File: src/rtl/ild_pkg.sv
package ild_pkg;
  localparam int BYTE_W = 8;
  localparam int LEN_W  = 3;

  typedef logic [BYTE_W-1:0] byte_t;

  typedef enum logic [1:0] {
    ST_OPC  = 2'd0,
    ST_XOPC = 2'd1,
    ST_ARG  = 2'd2
  } seq_st_e;

  typedef struct packed {
    logic       legal;
    logic       prefix;
    logic [1:0] n_arg;
  } len_info_t;
endpackage

File: src/rtl/ild_len_table.sv
module ild_len_table
  import ild_pkg::*;
(
  input  byte_t     opc,
  input  logic      indexed,
  output len_info_t info
);
  always_comb begin
    info = '0;
    if (!indexed) begin
      if (opc inside {[8'h40:8'hBF]}) begin
        info.legal = 1'b1;
      end else begin
        case (opc)
          8'h00, 8'hC9: info.legal = 1'b1;
          8'h3E, 8'h18: begin info.legal = 1'b1; info.n_arg = 2'd1; end
          8'hC3, 8'h21: begin info.legal = 1'b1; info.n_arg = 2'd2; end
          8'hDD, 8'hFD: begin info.legal = 1'b1; info.prefix = 1'b1; end
          default:      info = '0;
        endcase
      end
    end else begin
      case (opc)
        8'h21, 8'h36: begin info.legal = 1'b1; info.n_arg = 2'd2; end
        8'h7E, 8'h77: begin info.legal = 1'b1; info.n_arg = 2'd1; end
        default:      info = '0;
      endcase
    end
  end
endmodule

File: src/rtl/ild_seq.sv
module ild_seq
  import ild_pkg::*;
#(
  parameter int ADDR_W = 16
) (
  input  logic                clk,
  input  logic                rst,
  input  logic                restart,
  input  logic [ADDR_W-1:0]   start_addr,
  input  logic                acc,
  input  byte_t               in_byte,
  output logic                emit,
  output logic [ADDR_W-1:0]   e_addr,
  output byte_t               e_pfx,
  output byte_t               e_opc,
  output logic [LEN_W-1:0]    e_len,
  output logic [2*BYTE_W-1:0] e_opnd,
  output logic                e_ill
);
  seq_st_e           st_q;
  logic [ADDR_W-1:0] addr_q, base_q;
  byte_t             pfx_q, opc_q, lo_q;
  logic [1:0]        left_q;
  logic              got_q;
  len_info_t         info;

  ild_len_table u_tab (
    .opc     (in_byte),
    .indexed (st_q == ST_XOPC),
    .info    (info)
  );

  always_comb begin
    emit   = 1'b0;
    e_addr = base_q;
    e_pfx  = pfx_q;
    e_opc  = opc_q;
    e_len  = 3'd1;
    e_opnd = '0;
    e_ill  = 1'b0;
    case (st_q)
      ST_OPC: begin
        emit   = acc && (!info.legal || (!info.prefix && info.n_arg == 2'd0));
        e_addr = addr_q;
        e_pfx  = '0;
        e_opc  = in_byte;
        e_ill  = !info.legal;
      end
      ST_XOPC: begin
        emit  = acc && !info.legal;
        e_opc = in_byte;
        e_len = 3'd2;
        e_ill = 1'b1;
      end
      ST_ARG: begin
        emit   = acc && (left_q == 2'd1);
        e_len  = ((pfx_q != '0) ? 3'd2 : 3'd1) + (got_q ? 3'd2 : 3'd1);
        e_opnd = got_q ? {in_byte, lo_q} : {{BYTE_W{1'b0}}, in_byte};
      end
      default: emit = 1'b0;
    endcase
  end

  always_ff @(posedge clk) begin
    if (rst) begin
      st_q   <= ST_OPC;
      addr_q <= '0;
      base_q <= '0;
      pfx_q  <= '0;
      opc_q  <= '0;
      lo_q   <= '0;
      left_q <= '0;
      got_q  <= 1'b0;
    end else if (restart) begin
      st_q   <= ST_OPC;
      addr_q <= start_addr;
    end else if (acc) begin
      addr_q <= addr_q + 1'b1;
      case (st_q)
        ST_OPC: begin
          base_q <= addr_q;
          pfx_q  <= '0;
          opc_q  <= in_byte;
          got_q  <= 1'b0;
          left_q <= info.n_arg;
          if (info.legal && info.prefix) begin
            pfx_q <= in_byte;
            st_q  <= ST_XOPC;
          end else if (info.legal && info.n_arg != 2'd0) begin
            st_q <= ST_ARG;
          end
        end
        ST_XOPC: begin
          opc_q  <= in_byte;
          left_q <= info.n_arg;
          got_q  <= 1'b0;
          st_q   <= info.legal ? ST_ARG : ST_OPC;
        end
        ST_ARG: begin
          lo_q   <= in_byte;
          got_q  <= 1'b1;
          left_q <= left_q - 2'd1;
          if (left_q == 2'd1) st_q <= ST_OPC;
        end
        default: st_q <= ST_OPC;
      endcase
    end
  end

  assert_restart_load_R1: assert property (@(posedge clk) disable iff (rst)
    restart |=> (addr_q == $past(start_addr)));

  assert_addr_step_R9: assert property (@(posedge clk) disable iff (rst)
    (acc && !restart) |=> (addr_q == ADDR_W'($past(addr_q) + 1'b1)));

  assert_idle_hold_R9: assert property (@(posedge clk) disable iff (rst)
    (!acc && !restart) |=> ($stable(addr_q) && $stable(st_q)));
endmodule

File: src/rtl/ild_target.sv
module ild_target
  import ild_pkg::*;
#(
  parameter int ADDR_W = 16
) (
  input  logic [ADDR_W-1:0] base,
  input  byte_t             offs,
  output logic [ADDR_W-1:0] target
);
  localparam int EXT_W = ADDR_W - BYTE_W;
  logic [ADDR_W-1:0] offs_ext;
  assign offs_ext = {{EXT_W{offs[BYTE_W-1]}}, offs};
  assign target   = base + ADDR_W'(2) + offs_ext;
endmodule

File: src/rtl/instr_len_decoder.sv
module instr_len_decoder
  import ild_pkg::*;
#(
  parameter int ADDR_W = 16
) (
  input  logic                clk,
  input  logic                rst,
  input  logic                restart,
  input  logic [ADDR_W-1:0]   start_addr,
  input  logic                in_valid,
  input  logic [BYTE_W-1:0]   in_byte,
  output logic                in_ready,
  output logic                out_valid,
  output logic [ADDR_W-1:0]   out_addr,
  output logic [BYTE_W-1:0]   out_prefix,
  output logic [BYTE_W-1:0]   out_opcode,
  output logic [LEN_W-1:0]    out_len,
  output logic [2*BYTE_W-1:0] out_operand,
  output logic                out_illegal,
  output logic                out_rel,
  output logic [ADDR_W-1:0]   out_target
);
  localparam byte_t REL_OPC = 8'h18;

  logic                acc, emit, e_ill, is_rel;
  logic [ADDR_W-1:0]   e_addr, tgt;
  byte_t               e_pfx, e_opc;
  logic [LEN_W-1:0]    e_len;
  logic [2*BYTE_W-1:0] e_opnd;

  assign in_ready = !rst && !restart;
  assign acc      = in_valid && in_ready;

  ild_seq #(.ADDR_W(ADDR_W)) u_seq (
    .clk        (clk),
    .rst        (rst),
    .restart    (restart),
    .start_addr (start_addr),
    .acc        (acc),
    .in_byte    (in_byte),
    .emit       (emit),
    .e_addr     (e_addr),
    .e_pfx      (e_pfx),
    .e_opc      (e_opc),
    .e_len      (e_len),
    .e_opnd     (e_opnd),
    .e_ill      (e_ill)
  );

  ild_target #(.ADDR_W(ADDR_W)) u_tgt (
    .base   (e_addr),
    .offs   (e_opnd[BYTE_W-1:0]),
    .target (tgt)
  );

  assign is_rel = !e_ill && (e_pfx == '0) && (e_opc == REL_OPC);

  always_ff @(posedge clk) begin
    if (rst) begin
      out_valid   <= 1'b0;
      out_addr    <= '0;
      out_prefix  <= '0;
      out_opcode  <= '0;
      out_len     <= '0;
      out_operand <= '0;
      out_illegal <= 1'b0;
      out_rel     <= 1'b0;
      out_target  <= '0;
    end else begin
      out_valid <= emit;
      if (emit) begin
        out_addr    <= e_addr;
        out_prefix  <= e_pfx;
        out_opcode  <= e_opc;
        out_len     <= e_len;
        out_operand <= e_opnd;
        out_illegal <= e_ill;
        out_rel     <= is_rel;
        out_target  <= is_rel ? tgt : '0;
      end
    end
  end

  assert_len_range_R9: assert property (@(posedge clk) disable iff (rst)
    out_valid |-> (out_len >= 3'd1 && out_len <= 3'd4));

  assert_block_single_R2: assert property (@(posedge clk) disable iff (rst)
    (out_valid && out_prefix == '0 && out_opcode inside {[8'h40:8'hBF]})
      |-> (out_len == 3'd1 && !out_illegal));

  assert_short_operand_R3: assert property (@(posedge clk) disable iff (rst)
    (out_valid && !out_illegal && out_prefix == '0 && out_len == 3'd2)
      |-> (out_operand[15:8] == 8'h00));

  assert_illegal_plain_R7: assert property (@(posedge clk) disable iff (rst)
    (out_valid && out_illegal && out_prefix == '0) |-> (out_len == 3'd1));

  assert_illegal_indexed_R8: assert property (@(posedge clk) disable iff (rst)
    (out_valid && out_illegal && out_prefix != '0) |-> (out_len == 3'd2));

  assert_blocked_R10: assert property (@(posedge clk) disable iff (rst)
    restart |=> !out_valid);
endmodule

File: config.mk
export PLATFORM = sky130hd
export DESIGN_NAME = instr_len_decoder
export DESIGN_NICKNAME = d
export VERILOG_FILES = /design/src/rtl/ild_pkg.sv /design/src/rtl/ild_len_table.sv /design/src/rtl/ild_seq.sv /design/src/rtl/ild_target.sv /design/src/rtl/instr_len_decoder.sv
export SDC_FILE = /design/constraint.sdc
export NUM_CORES = 1
export LEC_CHECK = 0
export CAP_MARGIN = 25
export CORE_MARGIN = 2
export CORE_UTILIZATION = 40
export DETAILED_ROUTE_END_ITERATION = 10
export DONT_BUFFER_PORTS = 1
export GPL_TIMING_DRIVEN = 0
export PLACE_DENSITY_LB_ADDON = 0.25
export SLEW_MARGIN = 20
export SYNTH_ARGS = -nofsm -noshare
export SYNTH_HDL_FRONTEND = slang
export SYNTH_SLANG_ARGS = --single-unit
File: constraint.sdc
create_clock -name clk -period 4.1 [get_ports clk]
set_input_delay 0.41 -clock clk [delete_from_list [all_inputs] [get_ports clk]]
set_output_delay 0.41 -clock clk [all_outputs]
set_load 0.1 [all_outputs]
; ---- Yosys cells after proc, flatten, opt, wreduce, memory -nomap -nowiden
; Cells that the tools add are included.
[classes]
addsub = 5
magnitude_cmp = 2
n_eq_ne = 16
mux = 29
bitwise_logic = 1
reduce_logical = 39
[op_table]
columns = operator, count
row1 = 16-bit two-way mux, 6
row2 = 8-bit equality test (second input constant), 4
row3 = 8-bit by 6-bit equality test with 1-bit output (second input constant), 3
row4 = 8-bit two-way mux, 3
row5 = 16-bit by 1-bit adder with 16-bit output (second input constant), 1
row6 = 16-bit adder, 1
row7 = 16-bit by 2-bit adder with 16-bit output (second input constant), 1
row8 = 8-bit by 5-bit equality test with 1-bit output (second input constant), 2
row9 = 8-bit by 7-bit equality test with 1-bit output (second input constant), 2
row10 = 8-bit zero test, 2
row11 = 2-bit OR reduction, 7
row12 = 2-bit two-way mux, 6
row13 = 2-bit case mux with 2 select lines, 3
row14 = 3-bit AND reduction, 4
row15 = 1-bit logical AND, 11
row16 = 8-bit by 7-bit greater-or-equal comparator with 1-bit output (second input constant), 1
row17 = 8-bit less-or-equal comparator (second input constant), 1
row18 = 8-bit nonzero test, 1
row19 = 8-bit OR reduction, 1
row20 = 2-bit case mux with 3 select lines, 1
row21 = 3-bit case mux with 2 select lines, 1
row22 = 2-bit nonzero test, 3
row23 = 1-bit zero test, 5
row24 = 2-bit by 1-bit equality test with 1-bit output (second input constant), 2
row25 = other kinds (15), 20
[word_totals]
register_bits = 131
in_bits = 28
output_inout_bits = 71

; ---- Longest topological paths before layout
[depth]
ltp_word = 11
ltp_mapped = 15
ltp_nobuf = 13

; ---- Hierarchy
; From an unflattened synthesis, not the netlist that was laid out.
[unflattened]
cells_unflattened = 777
hier_area_um2 = 6969.2
[modules_own_cells]
columns = mod, n_inst, cells_per_inst, area_each_um2, seq_area_each_um2
row1 = ild_seq, 1, 398, 3263.1, 1221.2
row2 = instr_len_decoder, 1, 219, 2459.9, 1401.3
row3 = ild_target, 1, 116, 934.6, 0.0
row4 = ild_len_table, 1, 44, 311.5, 0.0

; ---- Worst setup path after synthesis
; Ideal clock, no wire load.
[synth_path]
path_kind = reg-to-reg
start = reg u_seq.st_q[0]
end = reg out_target[15]
setup_ns = 0.092
arrival_ns = 3.451
required_ns = 4.008
path_slack_ns = 0.556
path_stages_with_launch = 14
n_path_buf = 2
period_less_slack_ns = 3.544
path_cell_list = dfxtp_1 > inv_1 > ha_1 > clkbuf_1 > clkbuf_1 > mux2_2 > ha_1 > fa_1 > a211oi_1 > o21ai_0 > a21bo_2 > a31oi_1 > xnor2_1 > o32ai_1
[synth_via]
elab_cells_between_ends = 26
[synth_rtl]
columns = item, line_no
row1 = "start, declared", ild_seq.sv:20  ; seq_st_e st_q;
row2 = "start signal, assigned", ild_seq.sv:97  ; st_q <= info.legal ? ST_ARG : ST_OPC;
row3 = 2-bit zero test, ild_seq.sv:41  ; case (st_q)
row4 = 16-bit two-way mux, n/a
row5 = net e_addr[2], instr_len_decoder.sv:26  ; logic [ADDR_W-1:0] e_addr, tgt;
row6 = 16-bit by 2-bit adder with 16-bit output, ild_target.sv:13  ; assign target = base + ADDR_W'(2) + offs_ext;
row7 = 16-bit adder, ild_target.sv:13
row8 = 16-bit two-way mux, instr_len_decoder.sv:79  ; out_target <= is_rel ? tgt : '0;
row9 = "end signal, assigned", instr_len_decoder.sv:79
row10 = "end, declared", instr_len_decoder.sv:21  ; output logic [ADDR_W-1:0] out_target
; The timed path passes the listed nets, and every way through them passes these cells.
; A chain may end at the register's enable or synchronous reset.

; ---- Final worst setup path
[layout_path]
start = reg u_seq.st_q[0]
end = reg out_target[15]
[layout_via]
elab_chain_cells = 8
elab_cells_between_ends = 26
[layout_lines]
columns = item
row1 = "parallel branches: the longest is 8 deep, another holds 16-bit by 2-bit adder with 16-bit output"
; Several ways; the timed one is not identified.

==> results.toml <==
[setup_path]
crit_chain = "inv_1 -> ha_2 -> clkbuf_4 -> mux2i_1 -> ha_1 -> inv_1 -> ha_1 -> fa_1 -> a211oi_1 -> o21ai_0 -> a21bo_2 -> a31oi_1 -> xnor2_1 -> o32ai_1"
cp.required_ns = 4.43
critPathLaunch = "u_seq.st_q[0]"
worstSetupEndpointType = "flip-flop"
endpoint = "out_target[15]"
r2r_end = "out_target[15]"
crit_arrival_ns = 4.16
worst_path_largest_cell_delay_ns = 0.43
r2r_slack_ns = 0.27
startpoint_type = "flip-flop"
crit_type = "flip-flop to flip-flop"
timing.rr.start = "u_seq.st_q[0]"
reg2reg_depth = 14
crit_path_top_delay_cell = "fa_1"
crit_fanout = 10

[timing]
timing.final.crit_period_ns = 3.83
post-route-period-util_pct = 93.4
tightest_slew_ns = 1.06
finalHoldViolations = 0
max-slew-margin-rel_pct = 29.0
fin_worst_skew_ns = 0.00700
setup_viol = 0
setup_ws_ns = 0.270
drv_slew = 0
fmax_ghz = 0.261
rsz0062_at_grt = "no"

[clock_tree]
clock-sinks = 131
numCtsBuffers = 17
holdBufCountCts = 0
clk_path_buf_depth = 2
postCtsSetupBuffers = 0
cts_root_buf = "clkbuf_16"
ctsResizeCount = 2
clkSlewWorstSetupHoldPaths_ns = 0.06
clock_latency_ns = 0.43
tritoncts = "built"
htree_num_levels = 4

[routing]
via_per_inst = 5.74
ant_nets = 0
routed_wl_mm = 21.0
vias = 6186
drc = 0
first_pass_iters = 6
first_iter_violations = 466
wl_per_cell_um = 19.5

[synthesis]
synth_nets = 891
synth_top_cell_area_share_pct = 37.7
syn-cell-area_sq_um = 6950
synth_seq_area_share_pct = 37.7
synthCells = 821
synth_edf_count = 0
synth_flop_cell = "dfxtp_1"
synthTopCellsByArea = "dfxtp_1 (38%), ha_1 (7.4%), a21oi_1 (5.7%)"
syn_area_per_cell_sq_um = 8.47
async_flop_share_pct = 0
yosysWarnings = 0
synth-seq-cells = 131
synth_top_cell_by_area = "dfxtp_1"
synth_cell_types = 68

[final_layout]
fill_cells = 1696
multi_input_area_sq_um = 4000
final_cells = 1077
antenna_cells = 0
area_growth_syn_to_layout_pct = 12.9
nNetsFinal = 909
register_area_sq_um = 2620
fin_util_pct = 45.9
drive_above_1_share_pct = 10.3

[pwr]
ir_worst_vdd_mv = 0.299
switching_share_pct = 27.6
p_leak_uw = 0.00288
power_uw = 3250
p_clk_share_pct = 48.2
combPwrFrac_pct = 7.5
power_density_nw_per_um2 = 414
p_seq_share_pct = 44.3
power.switching_uw = 897
power.internal_uw = 2360

[floorplan]
core_sq_um = 17100
initial_core_util_pct = 40.6
dieWidth_um = 136
num_rows = 48
die_y_um = 136
num_io_pins = 99
die_area_sq_um = 18500

[grt]
grt_pass1_vias = 5831
track_usage_pct = 23.3
grt_max_degree = 17
grt_pass1_wl_mm = 32.7
grt-ovfl-total = 0
antenna_found_initial = 0

[worst_hold_path]
holdCritStartpoint = "in_byte[7]"
holdCritPathClass = "input port to flip-flop"

[place]
dpl.hpwl_mm = 15.5
place_congestion = 0.900
numPortBuffers = 0
place_inst = 1046
post-place-ws_ns = -0.237

[outcome]
status = "finished, final reports clean"

[job]
maxCapViolCount = 0
worst max-delay path: cells and delay by family, from the launching register on:
kind | cells | cell delay [ns]
DFF | 1 | 0.34
AOI/OAI and AO/OA | 5 | 1.27
muxes | 1 | 0.42
xor gates and xnor gates | 1 | 0.14
adders and majority gates | 4 | 1.13
buffers and inverters | 3 | 0.45
through the flow:
step | instance area (sq um) | hold WS (ns) | TNS (ns)
6_report | 7850 | 0.0942 | 0
5_1_grt | 7850 | 0.111 | 0
4_1_cts | 7850 | 0.0867 | 0
3_5_place_dp | 7240 | 0.449 | -0.237
3_3_place_gp | 7240 | 0.441 | -0.191
2_1_floorplan | 6950 | 0.433 | 0
per-layer routing:
| metal | global-route usage, % | vias up | share of wire [%] |
|---|---|---|---|
| met3 | 5.63 | 46 | 7.1 |
| met2 | 38.7 | 190 | 47 |
| met5 | 0 | - | 0 |
| met1 | 29.0 | 2948 | 43 |
| met4 | 9.66 | 0 | 3.2 |
| li1 | - | 3002 | - |
how the worst min path moves through the flow:
stage | endpoint | cells past startpoint
2_1_floorplan | u_seq.lo_q[1] | 2
3_3_place_gp | u_seq.lo_q[4] | 2
3_5_place_dp | u_seq.lo_q[2] | 2
4_1_cts | u_seq.opc_q[7] | 2
5_1_grt | u_seq.opc_q[6] | 2
6_report | u_seq.opc_q[7] | 2
power groups by stage:
stage | Clock, uW | Sequential [uW] | Combinational, uW
finish | 1570 | 1440 | 244
global route | 1630 | 1450 | 271
CTS | 1580 | 1440 | 244
detailed placement | 0 | 1470 | 243
global placement | 0 | 1470 | 240
floorplan | 0 | 1460 | 181
registers in the layout, summed over array words and instances (netlist names), 2 cells and up:
signal	cells
out_addr	16
out_len	3
out_opcode	8
out_operand	16
out_prefix	8
out_target	16
u_seq.addr_q	16
u_seq.base_q	16
u_seq.left_q	2
u_seq.lo_q	8
u_seq.opc_q	8
u_seq.pfx_q	8
u_seq.st_q	2
cell families (layout without fill, tap and decap cells):
family                     count (synthesis)  after routing  synth area share (%)
buffers and inverters                     80            111                  4.97
adders and majority gates                 42             42                  7.66
muxes                                     28             28                  4.30
xor gates and xnor gates                  30             30                  3.78
and+or+nand+nor                          299            299                  22.2
AOI/OAI and AO/OA                        211            211                  19.4
DFF                                      131            131                  37.7
final cells by class:
class                           instances  area share (%)
Inverter                               16           0.765
Clock buffer                           17            5.42
Buffer                                 63            3.63
Sequential cell                       131            33.4
Tap cell                              225            3.58
Multi-Input combinational cell        610            50.9
Clock inverter                         15            2.29
cell usage in the layout (no fill, tap or decap), types with 5 or more instances in the layout:
cell | synthesis | layout
a211oi_1 | 13 | 13
a21oi_1 | 79 | 79
a311oi_1 | 9 | 9
and3_1 | 5 | 5
buf_1 | 6 | 6
buf_2 | 15 | 15
clkbuf_1 | 39 | 37
clkbuf_16 | 0 | 17
dfxtp_1 | 131 | 131
ha_1 | 41 | 40
inv_1 | 14 | 14
mux2_2 | 15 | 15
mux2i_1 | 13 | 13
nand2_1 | 60 | 60
nand2b_1 | 40 | 40
nand3_1 | 17 | 17
nand4_1 | 21 | 21
nor2_1 | 67 | 66
nor2b_1 | 11 | 10
nor3_1 | 45 | 45
nor4_1 | 6 | 6
o21ai_0 | 57 | 57
o32ai_1 | 10 | 10
o32ai_2 | 6 | 6
xnor2_1 | 12 | 12
xor2_1 | 18 | 18
synthesized netlist by cell type (2+ instances only):
cell,count
ha_1,41
o21a_1,3
o32ai_1,10
nor3_1,45
a311oi_1,9
buf_2,15
and3b_1,2
inv_1,14
o32ai_2,6
nand2_1,60
o22ai_1,2
a211oi_1,13
mux2i_1,13
nand3b_1,2
dfxtp_1,131
a21oi_1,79
nor2_1,67
mux2_2,15
or3_1,3
and2_1,2
nor4_1,6
or2_2,2
a31oi_1,4
and3_1,5
clkbuf_1,39
o2111ai_1,2
buf_1,6
nand2b_1,40
nor4b_1,2
clkinv_1,2
a22oi_1,3
nand4b_1,4
xnor2_1,12
buf_6,3
a21o_1,3
nor2b_1,11
o21ai_0,57
nand3_1,17
xor2_1,18
nand4_1,21
o211a_1,2
o211ai_1,4
No activity file was read; power rests on OpenSTA's default activity.
